===== src/rtl/cfg_commit_pkg.sv =====
package cfg_commit_pkg;
  localparam int ADDR_W   = 2;
  localparam int DATA_W   = 8;
  localparam int VEC_W    = 2;
  localparam int CAUSE_N  = 6;
  localparam int STG_W    = VEC_W + 1;

  localparam logic [ADDR_W-1:0] ADDR_STAGE  = 2'd0;
  localparam logic [ADDR_W-1:0] ADDR_CMD    = 2'd1;
  localparam logic [ADDR_W-1:0] ADDR_STATUS = 2'd2;
  localparam logic [ADDR_W-1:0] ADDR_CAUSE  = 2'd3;

  localparam logic [DATA_W-1:0] KEY_DIS = 8'hB2;
  localparam logic [DATA_W-1:0] KEY_VEC = 8'hD4;
  localparam logic [DATA_W-1:0] KEY_CLR = 8'h71;

  typedef struct packed {
    logic             stageWr;
    logic             clrReqWr;
    logic             commitDis;
    logic             commitVec;
    logic             commitClr;
    logic [STG_W-1:0] stageData;
    logic             clrReqData;
  } cfgStrobe_t;
endpackage


===== src/rtl/cfg_commit_ctrl.sv =====
module cfg_commit_ctrl
  import cfg_commit_pkg::*;
#(
  parameter logic [DATA_W-1:0] KeyDis = KEY_DIS,
  parameter logic [DATA_W-1:0] KeyVec = KEY_VEC,
  parameter logic [DATA_W-1:0] KeyClr = KEY_CLR
) (
  input  logic              clk,
  input  logic              porRstN,
  input  logic              sysRstN,
  input  logic [ADDR_W-1:0] busAddr,
  input  logic [DATA_W-1:0] busWdata,
  input  logic              busWe,
  output cfgStrobe_t        stb
);
  logic wrOk;
  logic cmdHit;

  assign wrOk   = busWe && porRstN && sysRstN;
  assign cmdHit = wrOk && (busAddr == ADDR_CMD);

  always_comb begin
    stb            = '0;
    stb.stageData  = busWdata[STG_W-1:0];
    stb.clrReqData = busWdata[DATA_W-1];
    stb.stageWr    = wrOk && (busAddr == ADDR_STAGE);
    stb.clrReqWr   = wrOk && (busAddr == ADDR_CAUSE);
    stb.commitDis  = cmdHit && (busWdata == KeyDis);
    stb.commitVec  = cmdHit && (busWdata == KeyVec);
    stb.commitClr  = cmdHit && (busWdata == KeyClr);
  end


  one_commit_chk: assert property (@(posedge clk) disable iff (!porRstN)
    $onehot0({stb.commitDis, stb.commitVec, stb.commitClr}));


  no_wr_in_rst_chk: assert property (@(posedge clk) disable iff (!porRstN)
    !sysRstN |-> !(stb.stageWr || stb.clrReqWr || stb.commitDis || stb.commitVec || stb.commitClr));
endmodule


===== src/rtl/cfg_commit_dp.sv =====
module cfg_commit_dp
  import cfg_commit_pkg::*;
(
  input  logic               clk,
  input  logic               porRstN,
  input  logic               sysRstN,
  input  cfgStrobe_t         stb,
  input  logic [CAUSE_N-1:0] rstEvt,
  input  logic [ADDR_W-1:0]  busAddr,
  output logic [DATA_W-1:0]  busRdata
);
  logic [STG_W-1:0]   stageQ;
  logic               actDisQ;
  logic [VEC_W-1:0]   actVecQ;
  logic               clrReqQ;
  logic [CAUSE_N-1:0] causeQ;
  logic               clrFire;

  assign clrFire = stb.commitClr && clrReqQ;

  always_ff @(posedge clk) begin
    if (!porRstN || !sysRstN) stageQ <= '0;
    else if (stb.stageWr)     stageQ <= stb.stageData;
  end

  always_ff @(posedge clk) begin
    if (!porRstN)           actDisQ <= 1'b0;
    else if (stb.commitDis) actDisQ <= stageQ[0];
  end

  always_ff @(posedge clk) begin
    if (!porRstN || !sysRstN) actVecQ <= '0;
    else if (stb.commitVec)   actVecQ <= stageQ[STG_W-1:1];
  end

  always_ff @(posedge clk) begin
    if (!porRstN || !sysRstN) clrReqQ <= 1'b0;
    else if (stb.commitClr)   clrReqQ <= 1'b0;
    else if (stb.clrReqWr)    clrReqQ <= stb.clrReqData;
  end

  for (genvar i = 0; i < CAUSE_N; i++) begin : g_cause
    always_ff @(posedge clk) begin
      if (!porRstN)       causeQ[i] <= 1'b0;
      else if (rstEvt[i]) causeQ[i] <= 1'b1;
      else if (clrFire)   causeQ[i] <= 1'b0;
    end


    evt_sets_flag_chk: assert property (@(posedge clk) disable iff (!porRstN)
      rstEvt[i] |=> causeQ[i]);


    clr_drops_flag_chk: assert property (@(posedge clk) disable iff (!porRstN)
      (stb.commitClr && clrReqQ && !rstEvt[i]) |=> !causeQ[i]);
  end

  always_comb begin
    busRdata = '0;
    case (busAddr)
      ADDR_STAGE:  busRdata[STG_W-1:0] = stageQ;
      ADDR_STATUS: busRdata[STG_W-1:0] = {actVecQ, actDisQ};
      ADDR_CAUSE: begin
        busRdata[CAUSE_N-1:0] = causeQ;
        busRdata[DATA_W-1]    = clrReqQ;
      end
      default:     busRdata = '0;
    endcase
  end


  dis_commit_chk: assert property (@(posedge clk) disable iff (!porRstN)
    stb.commitDis |=> actDisQ == $past(stageQ[0]));


  vec_commit_chk: assert property (@(posedge clk) disable iff (!porRstN)
    stb.commitVec |=> actVecQ == $past(stageQ[STG_W-1:1]));


  dis_keeps_chk: assert property (@(posedge clk) disable iff (!porRstN)
    !sysRstN |=> $stable(actDisQ));


  stage_clears_chk: assert property (@(posedge clk) disable iff (!porRstN)
    !sysRstN |=> (stageQ == '0 && actVecQ == '0));
endmodule


===== src/rtl/cfg_commit_guard.sv =====
module cfg_commit_guard
  import cfg_commit_pkg::*;
(
  input  logic               clk,
  input  logic               porRstN,
  input  logic               sysRstN,
  input  logic [ADDR_W-1:0]  busAddr,
  input  logic [DATA_W-1:0]  busWdata,
  input  logic               busWe,
  output logic [DATA_W-1:0]  busRdata,
  input  logic [CAUSE_N-1:0] rstEvt
);
  cfgStrobe_t stb;

  cfg_commit_ctrl ctrl_i (
    .clk      (clk),
    .porRstN  (porRstN),
    .sysRstN  (sysRstN),
    .busAddr  (busAddr),
    .busWdata (busWdata),
    .busWe    (busWe),
    .stb      (stb)
  );

  cfg_commit_dp dp_i (
    .clk      (clk),
    .porRstN  (porRstN),
    .sysRstN  (sysRstN),
    .stb      (stb),
    .rstEvt   (rstEvt),
    .busAddr  (busAddr),
    .busRdata (busRdata)
  );


  cmd_reads_zero_chk: assert property (@(posedge clk) disable iff (!porRstN)
    (busAddr == ADDR_CMD) |-> (busRdata == '0));
endmodule


===== config.mk =====
export PLATFORM = sky130hd
export DESIGN_NAME = cfg_commit_guard
export DESIGN_NICKNAME = d
export VERILOG_FILES = /design/src/rtl/cfg_commit_pkg.sv /design/src/rtl/cfg_commit_ctrl.sv /design/src/rtl/cfg_commit_dp.sv /design/src/rtl/cfg_commit_guard.sv
export SDC_FILE = /design/constraint.sdc
export NUM_CORES = 1
export LEC_CHECK = 0
export BUFFER_PORTS_ARGS = -buffer_cell sky130_fd_sc_hd__buf_2
export CORE_MARGIN = 5
export CORE_UTILIZATION = 33
export DETAILED_ROUTE_END_ITERATION = 7
export SYNTH_ARGS = -nofsm -noshare
export SYNTH_HDL_FRONTEND = slang
export SYNTH_SLANG_ARGS = --single-unit
export TNS_END_PERCENT = 50

===== constraint.sdc =====
create_clock -name clk -period 1.9 [get_ports clk]
set_clock_uncertainty 0.1 [all_clocks]
set_input_delay 0.475 -clock clk [delete_from_list [all_inputs] [get_ports clk]]
set_output_delay 0.475 -clock clk [all_outputs]
set_load 0.01 [all_outputs]

==> impl_results.md <==
* Status: finished clean
* CP peak stage delay at 330 ps
* Grt ovf at 0
* CTS Sinks at 13
* Total wire length at 1.64 mm
* Fmax at 0.540 GHz
* Tcrit/Tclk final at 97.5%
* DR iter-0 viols at 12
* Max H-tree Level at 1
* Gr usage total at 11.3%
* Core Area at 1960 µm²
* Synth top area cells: dfxtp_1, mux2i_1, nand4bb_1, nand2_1, mux2_1
* # fillers at 215
* Setup TNS Final at 0 ps
* Drt wl/cell at 12.5 µm
* RSZ-0062 raised after global routing: no
* PnR Total Power at 552 µW
* Post-synth cell types at 18
* Mapped Area at 684 µm²
* CTS tree: yes
* VDD IR max at 0.420 mV
* Crit. Startpoint: busAddr[0]
* DRT antenna net count at 0
* Max-cap violations at 0
* Mapped Nets at 95
* Clk buf depth at 2
* Power per unit of standard cell area at 631 nW/µm²
* Post-Syn Area per Cell at 9.13 µm²
* Synth Instances at 75
* Pint at 407 µW
* Seq/Total Area, Yosys at 38.0%
* Min Tclk post-route at 1850 ps
* Nets at 125
* Slowest cell on the critical path: mux2_1
* Die area at 3080 µm²
* Vias in the first global route at 634
* FP Rows at 16
* RePlAce Congestion at 0.759
* Worst setup path class: input port to primary output
* Combinational Power Share at 16.0%
* Leakage at 0.000422 µW
* Cts bufs inserted at 3
* Width of the die at 55.5 µm
* Initial core utilization at 34.9%
* Root Driver: clkbuf_4
* Ports at 28
* Layout cell share with drive strength beyond 1 at 34.6%
* Dpl cell area at 846 µm²
* CP top delay family: multiplexers
* Antenna cells at 0
* Multi-input gate area at 399 µm²
* Yosys warnings at 0
* First-pass GRT wire length at 2.84 mm
* Area share of the largest cell type after synthesis at 38.0%
* Final hold vios at 0
* Initial antenna violation count at 0
* Seq. cell area at 260 µm²
* Port bufs at 26
* Hold-fix buffer count after cts at 0
* CP required at 1320 ps
* Fin area at 876 µm²
* CP Capture Type: primary output
* Reg power frac at 52.8%
* Post-synthesis register bit count at 13
* Worst setup SP type: input port
* Die height at 55.5 µm
* Switch share at 26.4%
* Final setup vio count at 0
* Critical-path maximum fanout at 8
* Clk pwr share at 31.2%
* Layout area overhead at 28.0%
* Crit path DAT at 1280 ps
* Max-slew violation count at 0
* HPWL after detailed placement at 1.30 mm
* Worst hold slack at 291 ps
* DR vias at 634
* Vias per cell at 4.84
* Reg2Reg Launch Point: dp_i.clrReqQ
* Worst Hold Class: input port to flop
* Clock slew at reported path FFs at 90 ps
* Largest net degree at the start of global routing at 15
* DR pass1 iterations at 6
* Post-route DRC violation count at 0
* CP cell instances: clkbuf_4 > mux2_1 > a22o_1 > buf_2
* Beginning of the worst hold path: rstEvt[1]
* Worst-Skew Late Latency at 280 ps
* P_sw at 146 µW
* Post CTS Setup Buffer Count at 0
* Buffers & Inverters on Critical Path at 2
* Synth area leader: dfxtp_1
-- logic make-up after synthesis --
group	count (synthesis)	synth area share, %
simple gates	37	33.3
flops	13	38.0
compound gates	10	9.32
mux	10	15.2
buf+inv	4	3.66
other cells	1	0.548
-- worst paths after layout --
path,to,slack (ps),depth (start not counted)
hold reg to reg,dp_i.causeQ[4],350,2
setup / recovery,busRdata[1],50,4
setup reg to reg,dp_i.causeQ[2],930,2
hold / removal,dp_i.causeQ[1],290,3
-- synthesized netlist by cell type --
library cell and number:
nor4_4 1, nor2b_1 1, nand4_2 1, nand3_1 1, nand4bb_1 5, mux2i_1 7
buf_4 2, nor2_1 8, mux2_1 3, nand2_1 14, nor4_2 1, and3_1 5
a211oi_1 1, dfxtp_1 13, a22o_1 3, conb_1 1, o21ai_1 6, buf_2 2
-- worst reg2reg max path, stage by stage (launching register included) --
cell     delay [ps]
dfxtp_1         350
and3_1          300
o21ai_1         100
-- state kept, by name (all words and copies together), names as in the netlist --
| name | count |
|---|---|
| dp_i.actDisQ | 1 |
| dp_i.actVecQ | 2 |
| dp_i.causeQ | 6 |
| dp_i.clrReqQ | 1 |
| dp_i.stageQ | 3 |
-- cell type report --
cell class	instances	area share [%]
clock buffers	3	2.57
multi-input cells	58	45.6
repair buffers	29	17.7
clock inverters	1	0.571
well taps	27	3.86
flip-flops and latches	13	29.7
-- power by group through the flow --
stage	sequential, µW	clock [µW]	combinational (µW)
floorplan	296	0	48.8
global placement	298	0	86.9
detailed placement	298	0	88.5
CTS	292	181	88.9
global route	293	191	99.1
finish	292	173	88.3
-- routing by layer --
layer  wire [µm]  vias to the layer above  GRT usage, %  part of all wire [%]
met1         755                      283          14.1                    46
li1            -                      328             -                     -
met4          28                        0          7.29                   1.7
met2         774                       21          17.9                    47
met3          79                        2          1.86                   4.8
met5           0                        -             0                     0
-- what timing repair did --
| item | in CTS | in global routing |
|---|---|---|
| endpoints found under the hold margin | 0 | 0 |
| endpoints found under the setup margin | 0 | 2 |
| gates resized for setup | 0 | 1 |
-- stage by stage --
stage               utilization [%]  instances  setup WS (ps)
floorplan                         -         75            196
global placement               43.1        127           39.4
detailed placement             43.1        127           8.25
CTS                            44.5        131           8.19
global route                   44.6        131           6.24
finish                         44.6        131           47.2
-- cells in the final DEF (no fill, tap or decap), drive strengths merged --
| cell | n |
|---|---|
| dfxtp | 13 |
| nand4 | 1 |
| a211oi | 1 |
| nor2 | 8 |
| mux2i | 7 |
| nor2b | 1 |
| nand4bb | 5 |
| nor4 | 2 |
| buf | 28 |
| a22o | 3 |
| conb | 1 |
| nand3 | 1 |
| nand2 | 14 |
| clkbuf | 4 |
| and3 | 5 |
| o21ai | 6 |
| mux2 | 3 |
| clkinv | 1 |
(Power assumes the default switching activity.)
